File: config.mk
export PLATFORM = sky130hd
export DESIGN_NAME = eth_fcs_gen
export DESIGN_NICKNAME = d
export VERILOG_FILES = /design/src/rtl/eth_fcs_pkg.sv /design/src/rtl/crc32_byte_step.sv /design/src/rtl/frame_delim_hunter.sv /design/src/rtl/fcs_tail_mux.sv /design/src/rtl/eth_fcs_gen.sv
export SDC_FILE = /design/constraint.sdc
export NUM_CORES = 1
export LEC_CHECK = 0
export ABC_AREA = 1
export BUFFER_PORTS_ARGS = -buffer_cell sky130_fd_sc_hd__buf_2
export CAP_MARGIN = 10
export CORE_ASPECT_RATIO = 0.9
export CORE_MARGIN = 2
export CORE_UTILIZATION = 64
export DETAILED_ROUTE_END_ITERATION = 8
export PLACE_DENSITY = 0.84
export SLEW_MARGIN = 20
export SYNTH_ARGS = -nofsm -noshare
export SYNTH_HDL_FRONTEND = slang
export SYNTH_SLANG_ARGS = --single-unit
File: constraint.sdc
create_clock -name clk -period 3.9 [get_ports clk]
set_input_delay 0.78 -clock clk [delete_from_list [all_inputs] [get_ports clk]]
set_output_delay 0.78 -clock clk [all_outputs]
set_load 0.1 [all_outputs]
File: src/rtl/eth_fcs_pkg.sv
package eth_fcs_pkg;
  typedef enum logic [1:0] {
    ST_HUNT = 2'd0,
    ST_BODY = 2'd1,
    ST_TAIL = 2'd2
  } fcs_state_e;
endpackage

File: src/rtl/crc32_byte_step.sv
// One clock's worth of CRC update: DATA_W bits folded in, bit 0 first,
// unrolled into a chain of shift/xor stages that synthesizes to a flat
// XOR network.
module crc32_byte_step #(
  parameter int          CRC_W  = 32,
  parameter int          DATA_W = 8,
  parameter logic [31:0] POLY   = 32'hEDB88320
) (
  input  logic [CRC_W-1:0]  crc_in,
  input  logic [DATA_W-1:0] data_in,
  output logic [CRC_W-1:0]  crc_out
);
  localparam logic [CRC_W-1:0] POLY_W = CRC_W'(POLY);

  logic [CRC_W-1:0] stage [DATA_W+1];

  assign stage[0] = crc_in;

  for (genvar g = 0; g < DATA_W; g++) begin : g_bit
    logic fb;
    assign fb           = stage[g][0] ^ data_in[g];
    assign stage[g+1]   = (stage[g] >> 1) ^ ({CRC_W{fb}} & POLY_W);
  end

  assign crc_out = stage[DATA_W];
endmodule

File: src/rtl/frame_delim_hunter.sv
// Counts consecutive preamble bytes (saturating) and flags the delimiter
// that opens a frame.
module frame_delim_hunter #(
  parameter int              BYTE_W   = 8,
  parameter int              PRE_LEN  = 7,
  parameter logic [BYTE_W-1:0] PRE_BYTE = 8'h55,
  parameter logic [BYTE_W-1:0] SFD_BYTE = 8'hD5
) (
  input  logic              clk,
  input  logic              rst_n,
  input  logic              active,
  input  logic              beat,
  input  logic [BYTE_W-1:0] byte_in,
  input  logic              last_in,
  output logic              sfd_hit
);
  localparam int               CNT_W = $clog2(PRE_LEN + 1);
  localparam logic [CNT_W-1:0] FULL  = CNT_W'(PRE_LEN);

  logic [CNT_W-1:0] run_q;

  assign sfd_hit = beat && !last_in && (byte_in == SFD_BYTE) && (run_q == FULL);

  always_ff @(posedge clk) begin
    if (!rst_n) begin
      run_q <= '0;
    end else if (!active || (beat && (last_in || sfd_hit))) begin
      run_q <= '0;
    end else if (beat) begin
      if (byte_in == PRE_BYTE)
        run_q <= (run_q == FULL) ? run_q : run_q + 1'b1;
      else
        run_q <= '0;
    end
  end
endmodule

File: src/rtl/fcs_tail_mux.sv
// Picks the inverted CRC lane to send, lowest lane first.
module fcs_tail_mux #(
  parameter int CRC_W  = 32,
  parameter int BYTE_W = 8,
  localparam int NB    = CRC_W / BYTE_W,
  localparam int IDX_W = $clog2(NB)
) (
  input  logic [CRC_W-1:0]  crc_reg,
  input  logic [IDX_W-1:0]  idx,
  output logic [BYTE_W-1:0] byte_out,
  output logic              is_final
);
  localparam logic [IDX_W-1:0] LAST_IDX = IDX_W'(NB - 1);

  logic [BYTE_W-1:0] lanes [NB];

  for (genvar g = 0; g < NB; g++) begin : g_lane
    assign lanes[g] = ~crc_reg[g*BYTE_W +: BYTE_W];
  end

  assign byte_out = lanes[idx];
  assign is_final = (idx == LAST_IDX);
endmodule

File: src/rtl/eth_fcs_gen.sv
module eth_fcs_gen
  import eth_fcs_pkg::*;
#(
  parameter int                BYTE_W   = 8,
  parameter int                CRC_W    = 32,
  parameter logic [31:0]       POLY     = 32'hEDB88320,
  parameter logic [31:0]       RESIDUE  = 32'hDEBB20E3,
  parameter int                PRE_LEN  = 7,
  parameter logic [BYTE_W-1:0] PRE_BYTE = 8'h55,
  parameter logic [BYTE_W-1:0] SFD_BYTE = 8'hD5
) (
  input  logic              clk,
  input  logic              rst_n,
  input  logic              check_mode,
  input  logic              in_valid,
  input  logic [BYTE_W-1:0] in_data,
  input  logic              in_last,
  output logic              in_ready,
  output logic              out_valid,
  output logic [BYTE_W-1:0] out_data,
  output logic              out_last,
  input  logic              out_ready,
  output logic              done,
  output logic [CRC_W-1:0]  fcs_value,
  output logic              fcs_good
);
  localparam int               NB    = CRC_W / BYTE_W;
  localparam int               IDX_W = $clog2(NB);
  localparam logic [CRC_W-1:0] RES_W = CRC_W'(RESIDUE);

  fcs_state_e        state;
  logic              mode_q;
  logic [CRC_W-1:0]  crc_q;
  logic [CRC_W-1:0]  crc_nxt;
  logic [IDX_W-1:0]  idx_q;
  logic              done_q;
  logic [CRC_W-1:0]  fcs_q;
  logic              good_q;

  logic              in_fire;
  logic              hunt_beat;
  logic              body_fire;
  logic              tail_fire;
  logic              sfd_hit;
  logic [BYTE_W-1:0] tail_byte;
  logic              tail_final;

  crc32_byte_step #(
    .CRC_W (CRC_W),
    .DATA_W(BYTE_W),
    .POLY  (POLY)
  ) u_step (
    .crc_in (crc_q),
    .data_in(in_data),
    .crc_out(crc_nxt)
  );

  frame_delim_hunter #(
    .BYTE_W  (BYTE_W),
    .PRE_LEN (PRE_LEN),
    .PRE_BYTE(PRE_BYTE),
    .SFD_BYTE(SFD_BYTE)
  ) u_hunt (
    .clk    (clk),
    .rst_n  (rst_n),
    .active (state == ST_HUNT),
    .beat   (hunt_beat),
    .byte_in(in_data),
    .last_in(in_last),
    .sfd_hit(sfd_hit)
  );

  fcs_tail_mux #(
    .CRC_W (CRC_W),
    .BYTE_W(BYTE_W)
  ) u_tail (
    .crc_reg (crc_q),
    .idx     (idx_q),
    .byte_out(tail_byte),
    .is_final(tail_final)
  );

  // Stream handshake: body bytes pass straight through, tail bytes come
  // from the register.
  always_comb begin
    in_ready  = 1'b0;
    out_valid = 1'b0;
    out_last  = 1'b0;
    out_data  = in_data;
    unique case (state)
      ST_HUNT: begin
        in_ready = 1'b1;
      end
      ST_BODY: begin
        in_ready  = out_ready;
        out_valid = in_valid;
        out_last  = mode_q & in_last;
      end
      ST_TAIL: begin
        out_valid = 1'b1;
        out_data  = tail_byte;
        out_last  = tail_final;
      end
      default: begin
        in_ready = 1'b0;
      end
    endcase
  end

  assign in_fire   = in_valid && in_ready;
  assign hunt_beat = (state == ST_HUNT) && in_fire;
  assign body_fire = (state == ST_BODY) && in_fire;
  assign tail_fire = (state == ST_TAIL) && out_ready;

  always_ff @(posedge clk) begin
    if (!rst_n) begin
      state  <= ST_HUNT;
      mode_q <= 1'b0;
      crc_q  <= '1;
      idx_q  <= '0;
      done_q <= 1'b0;
      fcs_q  <= '0;
      good_q <= 1'b0;
    end else begin
      done_q <= 1'b0;
      unique case (state)
        ST_HUNT: begin
          if (sfd_hit) begin
            state  <= ST_BODY;
            crc_q  <= '1;
            mode_q <= check_mode;
          end
        end
        ST_BODY: begin
          if (body_fire) begin
            crc_q <= crc_nxt;
            if (in_last) begin
              if (mode_q) begin
                done_q <= 1'b1;
                fcs_q  <= ~crc_nxt;
                good_q <= (crc_nxt == RES_W);
                state  <= ST_HUNT;
              end else begin
                idx_q <= '0;
                state <= ST_TAIL;
              end
            end
          end
        end
        ST_TAIL: begin
          if (tail_fire) begin
            if (tail_final) begin
              done_q <= 1'b1;
              fcs_q  <= ~crc_q;
              state  <= ST_HUNT;
            end else begin
              idx_q <= idx_q + 1'b1;
            end
          end
        end
        default: state <= ST_HUNT;
      endcase
    end
  end

  assign done      = done_q;
  assign fcs_value = fcs_q;
  assign fcs_good  = good_q;
endmodule

======== Yosys cells after proc, flatten, opt, wreduce, memory -nomap -nowiden ========
Index checks and enable logic that the tools add are counted.
storage, ports and cells
  register bits ........................... 74
  input port bits ......................... 14
  output and inout bits ................... 45
cells by class
  add/sub/neg operators ................... 2
  magnitude comparators ................... 1
  equality and inequality tests ........... 16
  muxes and demuxes ....................... 37
  bitwise gates (word level) .............. 25
  reductions and logical operators ........ 23
operators with widths
  operator                                       count
  XOR 31 x 32 -> 32 bit                          8
  2-to-1 mux 32 bit                              7
  one-hot mux 32 bit (2 select lines)            2
  NOT 32 bit                                     2
  == test 32 bit, second input constant          1
  NOT 8 bit                                      4
  2-to-1 mux 8 bit                               3
  2-to-1 mux 2 bit                               11
  inequality test 2 bit, second input constant   9
  binary-select mux 8 bit (select 2 bit)         1
  AND reduction 6 bit                            2
  == test 8 x 7 -> 1 bit, second input constant  1
  == test 8 bit, second input constant           1
  logical AND 1 bit                              8
  one-hot mux 1 bit (2 select lines)             4
  XOR 1 bit                                      8
  2-to-1 mux 3 bit                               2
  one-hot mux 2 bit (3 select lines)             1
  2-to-1 mux 1 bit                               5
  AND reduction 5 bit                            1
  == test 2 bit, second input constant           2
  one-hot mux 2 bit (2 select lines)             1
  AND reduction 2 bit                            2
  AND reduction 4 bit                            1
  other kinds (14)                               17

======== Longest topological paths before layout ========
  depth in word-level cells ............... 21
  gate-level depth with buffers ........... 16

======== Modules after synthesis ========
Synthesis repeated with hierarchy kept, for this count alone.
unflattened totals
  cells, all modules ...................... 862
  area total of the unflattened synthesis .. 5472.7 um2
by module, submodules not included
  module              instances  cells each  area an instance (um2)  sequential area each (um2)
  eth_fcs_gen         1          528         3542.1                  1421.4
  crc32_byte_step     1          214         1281.2                  0.0
  fcs_tail_mux        1          64          326.6                   0.0
  frame_delim_hunter  1          56          322.8                   60.1

======== Worst setup path before layout ========
No wires, ideal clock.
  kind .................................... reg-to-output
  from .................................... register state[0]
  to ...................................... output port out_valid
  data arrival time ....................... 3131 ps
  required time ........................... 3120 ps
  setup slack ............................. -11 ps
  stages on the path, launching flop included .. 7
  path buffers ............................ 2
  path through ............................ dfxtp_1 > inv_1 > ha_1 > buf_2 > inv_2 > clkbuf_1 > a211oi_1
between the ends
  word-level cells in the longest chain between the ends .. 2
  elaborated cells on any way between the ends .. 3
ends and longest elaborated chain
  what                                                     line                source
  start, declared                                          eth_fcs_gen.sv:31   fcs_state_e state;
  start signal, assigned                                   eth_fcs_gen.sv:117  state <= ST_HUNT;
  start signal, assigned                                   eth_fcs_gen.sv:129  state <= ST_BODY;
  start signal, assigned                                   eth_fcs_gen.sv:142  state <= ST_HUNT;
  == test 2 bit or == test 2 x 1 -> 1 bit (tied branches)  eth_fcs_gen.sv:90   unique case (state)
  one-hot mux 1 bit (2 select lines) *                     eth_fcs_gen.sv:90
  end, declared                                            eth_fcs_gen.sv:19   output logic out_valid,
Mark *: on every way between the ends. The rest lies on a longest branch, timed or not.

======== Final worst setup path ========
  from .................................... register idx_q[1]
  to ...................................... output port out_data[3]
between the ends
  word-level cells in the longest chain between the ends .. 5
ends and longest elaborated chain
  what                                                  line                source
  start, declared                                       eth_fcs_gen.sv:35   logic [IDX_W-1:0] idx_q;
  start signal, assigned                                eth_fcs_gen.sv:157  idx_q <= idx_q + 1'b1;
  NOT 2 -> 3 bit (implied by the code)                  fcs_tail_mux.sv:21  assign byte_out = lanes[idx];
  binary-select mux 8 bit (select 2 bit)                fcs_tail_mux.sv:21
  2-to-1 mux 8 bit (implied by the code) (2 in series)  fcs_tail_mux.sv:21
  2-to-1 mux 8 bit                                      eth_fcs_gen.sv:90
  end, declared                                         eth_fcs_gen.sv:20   output logic [BYTE_W-1:0] out_data,
Every way passes these cells. The select of a mux whose other input is x is not followed.

==> qor.yml <==
status: "completed"
num_vias: 5870
grt_max_degree: 66
cts-buffers-inserted: 9
multi_input_area_um2: 3110
port_buffers: 58
critical_path.top_delay_family: "buffers and inverters"
cts-htree-levels: 3
drt-total-wl_um: 17000
critPathMaxStageDelay_ns: 0.58
final_nets: 877
p_per_area_nw_per_um2: 428
start_kind: "flop"
syn_nets: 840
overflow: 0
final_max_slew_viol_count: 0
hold_path.class: "reg -> reg"
peakVddDrop_mv: 0.292
cts_resized: 0
cts_root_buffer: "clkbuf_8"
max_freq_mhz: 299
critPathSlowestCell: "dfxtp_1"
cts_tree: "yes"
fin_skew_ns: 0.0104
pin_count: 59
num_antenna_cells: 0
regArea_um2: 1480
rsz0062_at_grt: "false"
worstSkewPairLatency_ns: 0.36
max_slew_margin: 0.262
postCtsHoldBufs: 0
cts.clk_slew.worst_paths_ns: 0.08
drc: 0
ys.flop_type: "dfxtp_1"
mostFrequentLayoutCell: "nand2_1"
ys.warnings.count: 0
grt_usage: 0.396
start_util: 0.665
tightest_slew_ns: 1.11
die_w_um: 97.6
syn_inst: 819
first_iter_violations: 663
leakage_nw: 2.94
dr.pass1.iters: 6
end_kind: "output pin"
setup_violations: 0
grt_pass1_wl_um: 26600
required_ns: 3.12
gp_congestion: 1.03
coreArea_um2: 7580
ys_seq_elements: 74
whs_ns: 0.490
yosysUniqueCellTypes: 35
die_h_um: 88.2
cts_num_sinks: 74
final_util: 0.733
ant_nets: 0
finalCriticalPeriod_ns: 3.34
tns_ns: 0
hold_viol_final: 0
detail_route.wl_per_cell_um: 17.7
clock_path_buffers: 2
maxCapViolCount: 0
vias_per_cell: 6.13
place_ws_ns: 1.03
path_class: "reg -> out"
grt_pass1_vias: 5146
postCtsSetupBuffers: 0
path_cells: "clkinv_1, a21oi_1, o21ai_0, a31oi_1, buf_2"
syn_area_per_cell_um2: 6.16
final_layout_size_suffix_gt1_frac: 0.178
rows: 30
synthArstFlopShare: 0
finalPower_mw: 2.38
antenna_found_initial: 0
synth_edf_count: 0
ys_seq_area_frac: 0.294
syn_to_final_growth_pct: 10.2
worstPathArrival_ns: 2.56
timing.final.ws_setup_ns: 0.556
fillers: 640
critPathBufInv: 2
syn_area_um2: 5040
dieArea_um2: 8610
mostFrequentLayoutCells: "279 x nand2_1, 74 x dfxtp_1, 73 x a21oi_1"
hpwl_um: 12400
crit_fanout: 10
fin_crit_sh: 0.858
## per-stage QoR
step,std cells,instance area [µm²]
after floorplan,819,5050
after global placement,941,5310
after detailed placement,941,5310
after CTS,957,5560
after global routing,957,5560
final,957,5560
## flip-flops by register name, indices dropped and copies added (netlist names)
signal / flops
idx_q: 2
done: 1
fcs_good: 1
mode_q: 1
state: 2
u_hunt.run_q: 3
fcs_value: 32
crc_q: 32
## synth_stat cells (2+ instances only)
| cell type | count | share of area |
|---|---|---|
| nor2_2 | 2 | 0.0025 |
| nand2_4 | 10 | 0.022 |
| o21ai_1 | 4 | 0.0040 |
| inv_1 | 55 | 0.041 |
| dfxtp_1 | 74 | 0.29 |
| buf_2 | 8 | 0.0079 |
| buf_6 | 3 | 0.0067 |
| inv_2 | 16 | 0.012 |
| o21ai_0 | 69 | 0.068 |
| xor2_1 | 12 | 0.021 |
| nand3_1 | 50 | 0.050 |
| a21oi_1 | 73 | 0.072 |
| a211oi_1 | 4 | 0.0060 |
| o22ai_1 | 13 | 0.016 |
| a31oi_1 | 13 | 0.016 |
| nand2_2 | 38 | 0.047 |
| ha_1 | 7 | 0.017 |
| o211ai_1 | 7 | 0.010 |
| nand2_1 | 279 | 0.21 |
| nor2_1 | 44 | 0.033 |
| nand3b_1 | 2 | 0.0030 |
| clkbuf_1 | 22 | 0.016 |
| buf_4 | 2 | 0.0030 |
## where the power goes
part	switching (mW)	total, mW	internal, mW
combinational	0.645	0.806	0.161
sequential	0.0268	0.816	0.789
clock	0.312	0.757	0.445
total	0.985	2.38	1.39
## cell type report
class                   instances  share of cell area
multi-input cells             636               0.559
flip-flops and latches         74               0.267
repair buffers                 63              0.0590
inverters                      72              0.0486
clock buffers                  10              0.0248
well taps                      96              0.0216
clock inverters                 6              0.0203
## cells by family (layout without fill, tap and decap cells)
group | Yosys count | count (layout) | synth area share
AND/OR/NAND/NOR | 429 | 429 | 0.371
AO/OA/AOI/OAI | 186 | 186 | 0.200
adder cells (fa/ha/maj) | 7 | 7 | 0.0174
buffers and inverters | 109 | 151 | 0.0913
XOR/XNOR | 14 | 14 | 0.0258
flip-flops | 74 | 74 | 0.294
## metal layers
| layer | up-vias | routed length (µm) | global-route usage |
|---|---|---|---|
| met5 | - | 0 | 0 |
| met4 | 0 | 938 | 0.205 |
| met3 | 91 | 2270 | 0.101 |
| met2 | 454 | 7060 | 0.612 |
| met1 | 2591 | 6700 | 0.517 |
| li1 | 2734 | - | - |
## path summary, 6_finish.rpt
path              startpoint              end  slack, ns  cells after the start
max                 idx_q[1]      out_data[3]       0.56                      5
max reg2reg         idx_q[0]    fcs_value[11]       1.11                      8
min          u_hunt.run_q[2]  u_hunt.run_q[2]       0.49                      2
min reg2reg  u_hunt.run_q[2]  u_hunt.run_q[2]       0.49                      2
## worst min-delay path, stage by stage, from the launching register on
cell	delay, ns
dfxtp_1	0.32
nand2_1	0.07
a21oi_1	0.06
No activity file was read; power rests on OpenSTA's default activity.
